$ cat src/rtl/drvspi_pkg.sv
package drvspi_pkg;
  typedef enum logic [1:0] {
    REG_GATE  = 2'd0,
    REG_DMODE = 2'd1,
    REG_RFREF = 2'd2,
    REG_FMASK = 2'd3
  } reg_sel_e;
endpackage

$ cat src/rtl/drvspi_sync.sv
module drvspi_sync #(
  parameter int unsigned       WIDTH   = 3,
  parameter int unsigned       STAGES  = 2,
  parameter logic [WIDTH-1:0]  RST_VAL = '0
) (
  input  logic             clk_i,
  input  logic             rst_ni,
  input  logic [WIDTH-1:0] d_i,
  output logic [WIDTH-1:0] q_o
);
  logic [WIDTH-1:0] stage_q [STAGES];

  for (genvar s = 0; s < STAGES; s++) begin : g_stage
    logic [WIDTH-1:0] stage_d;
    if (s == 0) begin : g_first
      assign stage_d = d_i;
    end else begin : g_next
      assign stage_d = stage_q[s-1];
    end
    always_ff @(posedge clk_i or negedge rst_ni) begin
      if (!rst_ni) stage_q[s] <= RST_VAL;
      else         stage_q[s] <= stage_d;
    end
  end

  assign q_o = stage_q[STAGES-1];
endmodule

$ cat src/rtl/drvspi_frame.sv
module drvspi_frame #(
  parameter int unsigned WORD_W  = 16,
  parameter int unsigned FAULT_W = 12
) (
  input  logic               clk_i,
  input  logic               rst_ni,
  input  logic               csn_s_i,
  input  logic               sclk_s_i,
  input  logic               mosi_s_i,
  input  logic [FAULT_W-1:0] tx_load_i,
  output logic               miso_o,
  output logic               miso_oe_o,
  output logic               csn_fall_o,
  output logic               done_o,
  output logic               valid_o,
  output logic [WORD_W-1:0]  word_o
);
  localparam int unsigned CNT_W = $clog2(WORD_W);
  localparam int unsigned PAD_W = WORD_W - FAULT_W;
  localparam logic [CNT_W-1:0] CNT_MAX = CNT_W'(WORD_W - 1);

  logic              csn_d_q, sclk_d_q;
  logic [CNT_W-1:0]  cnt_q, cnt_d;
  logic              seen_q, seen_d;
  logic [WORD_W-1:0] rx_q, rx_d, tx_q, tx_d;
  logic              csn_fall, csn_rise, sclk_rise, sclk_fall;

  assign csn_fall  = csn_d_q & ~csn_s_i;
  assign csn_rise  = ~csn_d_q & csn_s_i;
  assign sclk_rise = ~sclk_d_q & sclk_s_i & ~csn_s_i;
  assign sclk_fall = sclk_d_q & ~sclk_s_i & ~csn_s_i;

  always_comb begin
    cnt_d  = cnt_q;
    seen_d = seen_q;
    rx_d   = rx_q;
    tx_d   = tx_q;
    if (csn_fall) begin
      cnt_d  = '0;
      seen_d = 1'b0;
      tx_d   = {{PAD_W{1'b0}}, tx_load_i};
    end else begin
      if (sclk_rise) begin
        rx_d = {rx_q[WORD_W-2:0], mosi_s_i};
        if (cnt_q == CNT_MAX) begin
          cnt_d  = '0;
          seen_d = 1'b1;
        end else begin
          cnt_d = cnt_q + 1'b1;
        end
      end
      if (sclk_fall) tx_d = {tx_q[WORD_W-2:0], 1'b0};
    end
  end

  always_ff @(posedge clk_i or negedge rst_ni) begin
    if (!rst_ni) begin
      csn_d_q  <= 1'b1;
      sclk_d_q <= 1'b0;
      cnt_q    <= '0;
      seen_q   <= 1'b0;
      rx_q     <= '0;
      tx_q     <= '0;
    end else begin
      csn_d_q  <= csn_s_i;
      sclk_d_q <= sclk_s_i;
      cnt_q    <= cnt_d;
      seen_q   <= seen_d;
      rx_q     <= rx_d;
      tx_q     <= tx_d;
    end
  end

  assign miso_o     = tx_q[WORD_W-1];
  assign miso_oe_o  = ~csn_s_i;
  assign csn_fall_o = csn_fall;
  assign done_o     = csn_rise;
  assign valid_o    = seen_q & (cnt_q == '0);
  assign word_o     = rx_q;
endmodule

$ cat src/rtl/drvspi_regs.sv
module drvspi_regs
  import drvspi_pkg::*;
#(
  parameter int unsigned WORD_W = 16,
  parameter int unsigned DATA_W = 6,
  parameter int unsigned NREG   = 4
) (
  input  logic                        clk_i,
  input  logic                        rst_ni,
  input  logic                        done_i,
  input  logic                        valid_i,
  input  logic                        en_main_i,
  input  logic [WORD_W-1:0]           word_i,
  output logic [NREG-1:0][DATA_W-1:0] regs_o
);
  localparam int unsigned SEL_W = $clog2(NREG);

  logic [SEL_W:0]  addr;
  logic            wr_ok;
  logic [NREG-1:0] we;
  logic            unused_bits;

  assign addr        = word_i[WORD_W-2 -: SEL_W+1];
  assign wr_ok       = done_i & valid_i & ~word_i[WORD_W-1] & ~addr[SEL_W];
  assign unused_bits = ^word_i[WORD_W-SEL_W-3:DATA_W];

  for (genvar g = 0; g < NREG; g++) begin : g_reg
    if (g == int'(REG_GATE)) begin : g_gated
      assign we[g] = wr_ok & (addr[SEL_W-1:0] == SEL_W'(g)) & en_main_i;
    end else begin : g_plain
      assign we[g] = wr_ok & (addr[SEL_W-1:0] == SEL_W'(g));
    end
    always_ff @(posedge clk_i or negedge rst_ni) begin
      if (!rst_ni)    regs_o[g] <= '0;
      else if (we[g]) regs_o[g] <= word_i[DATA_W-1:0];
    end
  end
endmodule

$ cat src/rtl/drvspi_fault.sv
module drvspi_fault #(
  parameter int unsigned NUM_CH = 6,
  parameter int unsigned CODE_W = 2,
  localparam int unsigned FAULT_W = NUM_CH * CODE_W
) (
  input  logic               clk_i,
  input  logic               rst_ni,
  input  logic               csn_fall_i,
  input  logic               done_i,
  input  logic               valid_i,
  input  logic               in_frame_i,
  input  logic [FAULT_W-1:0] fault_now_i,
  output logic [FAULT_W-1:0] latch_o,
  output logic               flag_o
);
  logic [FAULT_W-1:0] latch_q, latch_d;
  logic               armed_q, armed_d;

  always_comb begin
    latch_d = latch_q;
    for (int ch = 0; ch < NUM_CH; ch++) begin
      if (done_i && valid_i) begin
        latch_d[ch*CODE_W +: CODE_W] = fault_now_i[ch*CODE_W +: CODE_W];
      end else if (!in_frame_i && (latch_q[ch*CODE_W +: CODE_W] == '0)) begin
        latch_d[ch*CODE_W +: CODE_W] = fault_now_i[ch*CODE_W +: CODE_W];
      end
    end
    armed_d = armed_q;
    if (csn_fall_i)  armed_d = 1'b0;
    else if (done_i) armed_d = 1'b1;
  end

  always_ff @(posedge clk_i or negedge rst_ni) begin
    if (!rst_ni) begin
      latch_q <= '0;
      armed_q <= 1'b1;
    end else begin
      latch_q <= latch_d;
      armed_q <= armed_d;
    end
  end

  assign latch_o = latch_q;
  assign flag_o  = armed_q & (|latch_q);
endmodule

$ cat src/rtl/drvspi_top.sv
module drvspi_top
  import drvspi_pkg::*;
#(
  parameter int unsigned NUM_CH      = 6,
  parameter int unsigned CODE_W      = 2,
  parameter int unsigned WORD_W      = 16,
  parameter int unsigned DATA_W      = 6,
  parameter int unsigned SYNC_STAGES = 2
) (
  input  logic                       clk_i,
  input  logic                       rst_ni,
  input  logic                       spi_sclk_i,
  input  logic                       spi_csn_i,
  input  logic                       spi_mosi_i,
  output logic                       spi_miso_o,
  output logic                       spi_miso_oe_o,
  input  logic                       en_main_i,
  input  logic [NUM_CH*CODE_W-1:0]   fault_now_i,
  output logic [DATA_W-1:0]          gate_sel_o,
  output logic [DATA_W-1:0]          dis_mode_o,
  output logic [DATA_W-1:0]          refref_o,
  output logic [DATA_W-1:0]          flag_mask_o,
  output logic                       fault_flag_o
);
  localparam int unsigned FAULT_W = NUM_CH * CODE_W;
  localparam int unsigned NREG    = 4;

  logic [2:0]              pins_s;
  logic                    frm_done, frm_valid, frm_csn_fall;
  logic [WORD_W-1:0]       frm_word;
  logic [FAULT_W-1:0]      fault_latch;
  logic [NREG-1:0][DATA_W-1:0] regs;

  drvspi_sync #(.WIDTH(3), .STAGES(SYNC_STAGES), .RST_VAL(3'b100)) u_sync (
    .clk_i (clk_i),
    .rst_ni(rst_ni),
    .d_i   ({spi_csn_i, spi_sclk_i, spi_mosi_i}),
    .q_o   (pins_s)
  );

  drvspi_frame #(.WORD_W(WORD_W), .FAULT_W(FAULT_W)) u_frame (
    .clk_i     (clk_i),
    .rst_ni    (rst_ni),
    .csn_s_i   (pins_s[2]),
    .sclk_s_i  (pins_s[1]),
    .mosi_s_i  (pins_s[0]),
    .tx_load_i (fault_latch),
    .miso_o    (spi_miso_o),
    .miso_oe_o (spi_miso_oe_o),
    .csn_fall_o(frm_csn_fall),
    .done_o    (frm_done),
    .valid_o   (frm_valid),
    .word_o    (frm_word)
  );

  drvspi_regs #(.WORD_W(WORD_W), .DATA_W(DATA_W), .NREG(NREG)) u_regs (
    .clk_i    (clk_i),
    .rst_ni   (rst_ni),
    .done_i   (frm_done),
    .valid_i  (frm_valid),
    .en_main_i(en_main_i),
    .word_i   (frm_word),
    .regs_o   (regs)
  );

  drvspi_fault #(.NUM_CH(NUM_CH), .CODE_W(CODE_W)) u_fault (
    .clk_i      (clk_i),
    .rst_ni     (rst_ni),
    .csn_fall_i (frm_csn_fall),
    .done_i     (frm_done),
    .valid_i    (frm_valid),
    .in_frame_i (~pins_s[2]),
    .fault_now_i(fault_now_i),
    .latch_o    (fault_latch),
    .flag_o     (fault_flag_o)
  );

  assign gate_sel_o  = regs[REG_GATE];
  assign dis_mode_o  = regs[REG_DMODE];
  assign refref_o    = regs[REG_RFREF];
  assign flag_mask_o = regs[REG_FMASK];
endmodule

$ cat config.mk
export PLATFORM = sky130hd
export DESIGN_NAME = drvspi_top
export DESIGN_NICKNAME = d
export VERILOG_FILES = /design/src/rtl/drvspi_pkg.sv /design/src/rtl/drvspi_sync.sv /design/src/rtl/drvspi_frame.sv /design/src/rtl/drvspi_regs.sv /design/src/rtl/drvspi_fault.sv /design/src/rtl/drvspi_top.sv
export SDC_FILE = /design/constraint.sdc
export NUM_CORES = 1
export LEC_CHECK = 0
export BUFFER_PORTS_ARGS = -buffer_cell sky130_fd_sc_hd__buf_4
export CAP_MARGIN = 20
export CELL_PAD_IN_SITES_DETAIL_PLACEMENT = 2
export CELL_PAD_IN_SITES_GLOBAL_PLACEMENT = 2
export CORE_UTILIZATION = 39
export DETAILED_ROUTE_END_ITERATION = 10
export PLACE_DENSITY_LB_ADDON = 0.1
export SLEW_MARGIN = 20
export SYNTH_ARGS = -nofsm -noshare
export SYNTH_HDL_FRONTEND = slang
export SYNTH_SLANG_ARGS = --single-unit
$ cat constraint.sdc
create_clock -name clk_i -period 2.8 [get_ports clk_i]
set_input_delay 0.7 -clock clk_i [delete_from_list [all_inputs] [get_ports clk_i]]
set_output_delay 0.7 -clock clk_i [all_outputs]
set_load 0.05 [all_outputs]
==> qor.yml <==
clock_tree:
  cts_buffers: 9
  clk_latency_ns: 0.35
  clock-root-buffer: "clkbuf_8"
  ctsResizeCount: 0
  cts_setup_buffers: 0
  cts_htree_levels: 3
  clockBufferDepth: 2
  tritoncts: "yes"
  cts_hold_buf: 0
  cts_sinks: 82
  clk_pin_slew_ns: 0.09
route:
  wl_per_cell_um: 18.1
  drt_iter0_drc: 59
  routed_via_density: 5.19
  drc: 0
  routed_wl_um: 7470
  vias: 2137
  ant_nets: 0
  dr.pass1.iters: 4
die:
  dieWidth_um: 95.1
  ioPinCount: 45
  rows: 33
  dieArea_sq_um: 9040
  die_h_um: 95.1
  start_util_pct: 40.7
  core_sq_um: 8300
worst_hold_path:
  hold_depth: 0
  hold_class: "register to register"
sta:
  hold_viol_final: 0
  timing.fmax_mhz: 446
  drv_slew: 0
  holdWs_ns: 0.356
  relSlewSlack_pct: 48.2
  skew_ns: 0.0108
  rsz0062_at_grt: "false"
  worst_slew_pin_slew_ns: 0.778
  setup_tns_ns: 0
  timing.final.crit_share_pct: 80.1
  min_period_ns: 2.24
  setup_viol: 0
logic_synthesis:
  ys_top_cells_by_area: "dfrtp_1 (58%), mux2_2 (11%), mux2i_1 (4.7%)"
  seq_area_frac_synth_pct: 60.9
  yosys.area.top_type: "dfrtp_1"
  synthFlopType: "dfrtp_1"
  synth-seq-cells: 82
  synth_fp_nets: 275
  async_flop_share_pct: 100
  synthDistinctLibCells: 33
  syn_area_sq_um: 3380
  ys_warn_count: 0
  syn-mean-instance-area_sq_um: 13.4
  synth_edf_count: 0
  synth_cells: 253
  synth_top_area_share_pct: 57.8
grt:
  antenna_found_initial: 0
  grt_use_total_pct: 18.5
  grt_pass1_vias: 2343
  grt_start_max_net_pins: 64
  grt_pass1_wl_um: 12300
  gr-total-overflow: 0
layout:
  final_nets: 324
  fin_util_pct: 48.8
  drive_above_1_share_pct: 38.1
  antenna_cells: 0
  area_growth_pct: 19.9
  num-fill-cells: 820
critical_path:
  end_kind: "register"
  reg2regPathDepth: 4
  required_ns: 3.03
  crit_fanout: 6
  arrival_ns: 2.48
  worstSetupPathType: "register to register"
  critPathLaunchType: "register"
placement:
  port_buffers: 44
  globalplace.congestion: 0.720
  place_hpwl_um: 5150
pwr:
  irDropWorstVdd_mv: 0.264
  leakagePower_nw: 1.88
  cellPowerDensity_nw_per_um2: 644
status:
  outcome: "finished, final reports clean"
run:
  drv_cap: 0
-- cell families (layout without fill, tap and decap cells) --
kind of cell               Yosys count  in the layout  share of synthesized area [%]
buffers and inverters               21             75                           2.63
adders and majority gates            4              4                           1.48
and+or+nand+nor                     47             47                           8.22
muxes                               55             55                           18.4
AOI/OAI and AO/OA                   44             44                           8.37
DFF                                 82             82                           60.9
-- worst paths after layout --
check / startpoint / endpoint / slack (ns)
worst max-delay path: u_sync.q_o[2] / u_regs.regs_o[19] / 0.56
worst min-delay path: u_sync.g_stage[1].stage_d[0] / u_sync.q_o[0] / 0.36
worst max register to register: u_sync.q_o[2] / u_regs.regs_o[19] / 0.56
worst min register to register: u_sync.g_stage[1].stage_d[0] / u_sync.q_o[0] / 0.36
max in group asynchronous: rst_ni / u_fault.latch_o[8] / 1.72
min in group asynchronous: rst_ni / u_sync.g_stage[1].stage_d[0] / 0.42
-- area by class of cell --
cell class / count / area (sq um) / area share [%]
timing repair buffer: 51 / 383 / 9.45
inverter: 8 / 30.0 / 0.741
multi-input combinational: 150 / 1240 / 30.5
clock buffer: 11 / 151 / 3.74
sequential: 82 / 2060 / 50.8
tap: 105 / 131 / 3.24
clock inverter: 5 / 61.3 / 1.51
-- where the power goes --
part           switching, mW  internal, mW  leakage [nW]
Combinational          0.131         0.135         0.750
Sequential             0.128          1.31          1.03
Clock                  0.441         0.464        0.0982
Total                  0.700          1.91          1.88
-- flip-flops by register name (all words and copies together) (netlist names) --
name / flops
u_sync.g_stage.stage_d: 3
u_frame.word_o: 16
u_fault.armed_q: 1
u_frame.sclk_d_q: 1
u_regs.regs_o: 24
u_frame.seen_q: 1
u_frame.tx_q: 16
u_fault.latch_o: 12
u_frame.cnt_q: 4
u_sync.q_o: 3
u_frame.csn_d_q: 1
-- synthesized netlist by cell type (2+ instances only) --
master	n
nor4_4	2
ha_1	4
mux2_4	6
mux2i_1	16
nor4_1	3
mux2_2	32
a22o_1	12
dfrtp_1	78
nor3b_1	2
o21ai_0	14
a31oi_1	2
clkbuf_1	9
a21oi_1	4
buf_2	2
o22ai_1	12
dfstp_2	4
nor2_1	5
nand3_1	3
or2_2	2
inv_1	8
or3_1	3
nand2b_1	2
nand2_1	18
-- worst max-delay path, stage by stage, from the launching register on --
cell	delay [ns]
dfstp_2	0.59
ha_1	0.19
nand3_1	0.23
or4_1	0.74
mux2_4	0.37
-- stage by stage --
| stage | setup WS (ns) | instance area, sq um | power (mW) | instances |
|---|---|---|---|---|
| final | 0.556 | 4050 | 2.61 | 412 |
| after global routing | 0.481 | 4050 | 2.74 | 412 |
| after CTS | 0.531 | 4050 | 2.65 | 412 |
| after detailed placement | 0.558 | 3840 | 1.74 | 396 |
| after global placement | 0.606 | 3840 | 1.71 | 396 |
| after floorplan | 0.340 | 3380 | 1.60 | 253 |
-- placed cells by master (no fill, tap or decap), drive strengths merged --
cell type	instances
nand4	1
nor3b	2
nand2b	2
or3	3
and3	1
or2	2
dfrtp	78
clkbuf	11
inv	9
a21oi	4
mux2	39
buf	51
a22o	12
nor3	1
or4	2
nor4	5
clkinvlp	3
a31oi	2
nor2	6
dfstp	4
ha	4
o21ai	14
or3b	1
nand3	3
o22ai	12
nand2	18
mux2i	16
bufinv	1
-- metal layers --
metal / GRT usage (%) / share of wire (%)
met1: 22.8 / 44
met2: 31.1 / 51
met3: 3.51 / 3.2
met4: 8.71 / 1.9
met5: 0 / 0
Power figures use the tool's default switching activity.
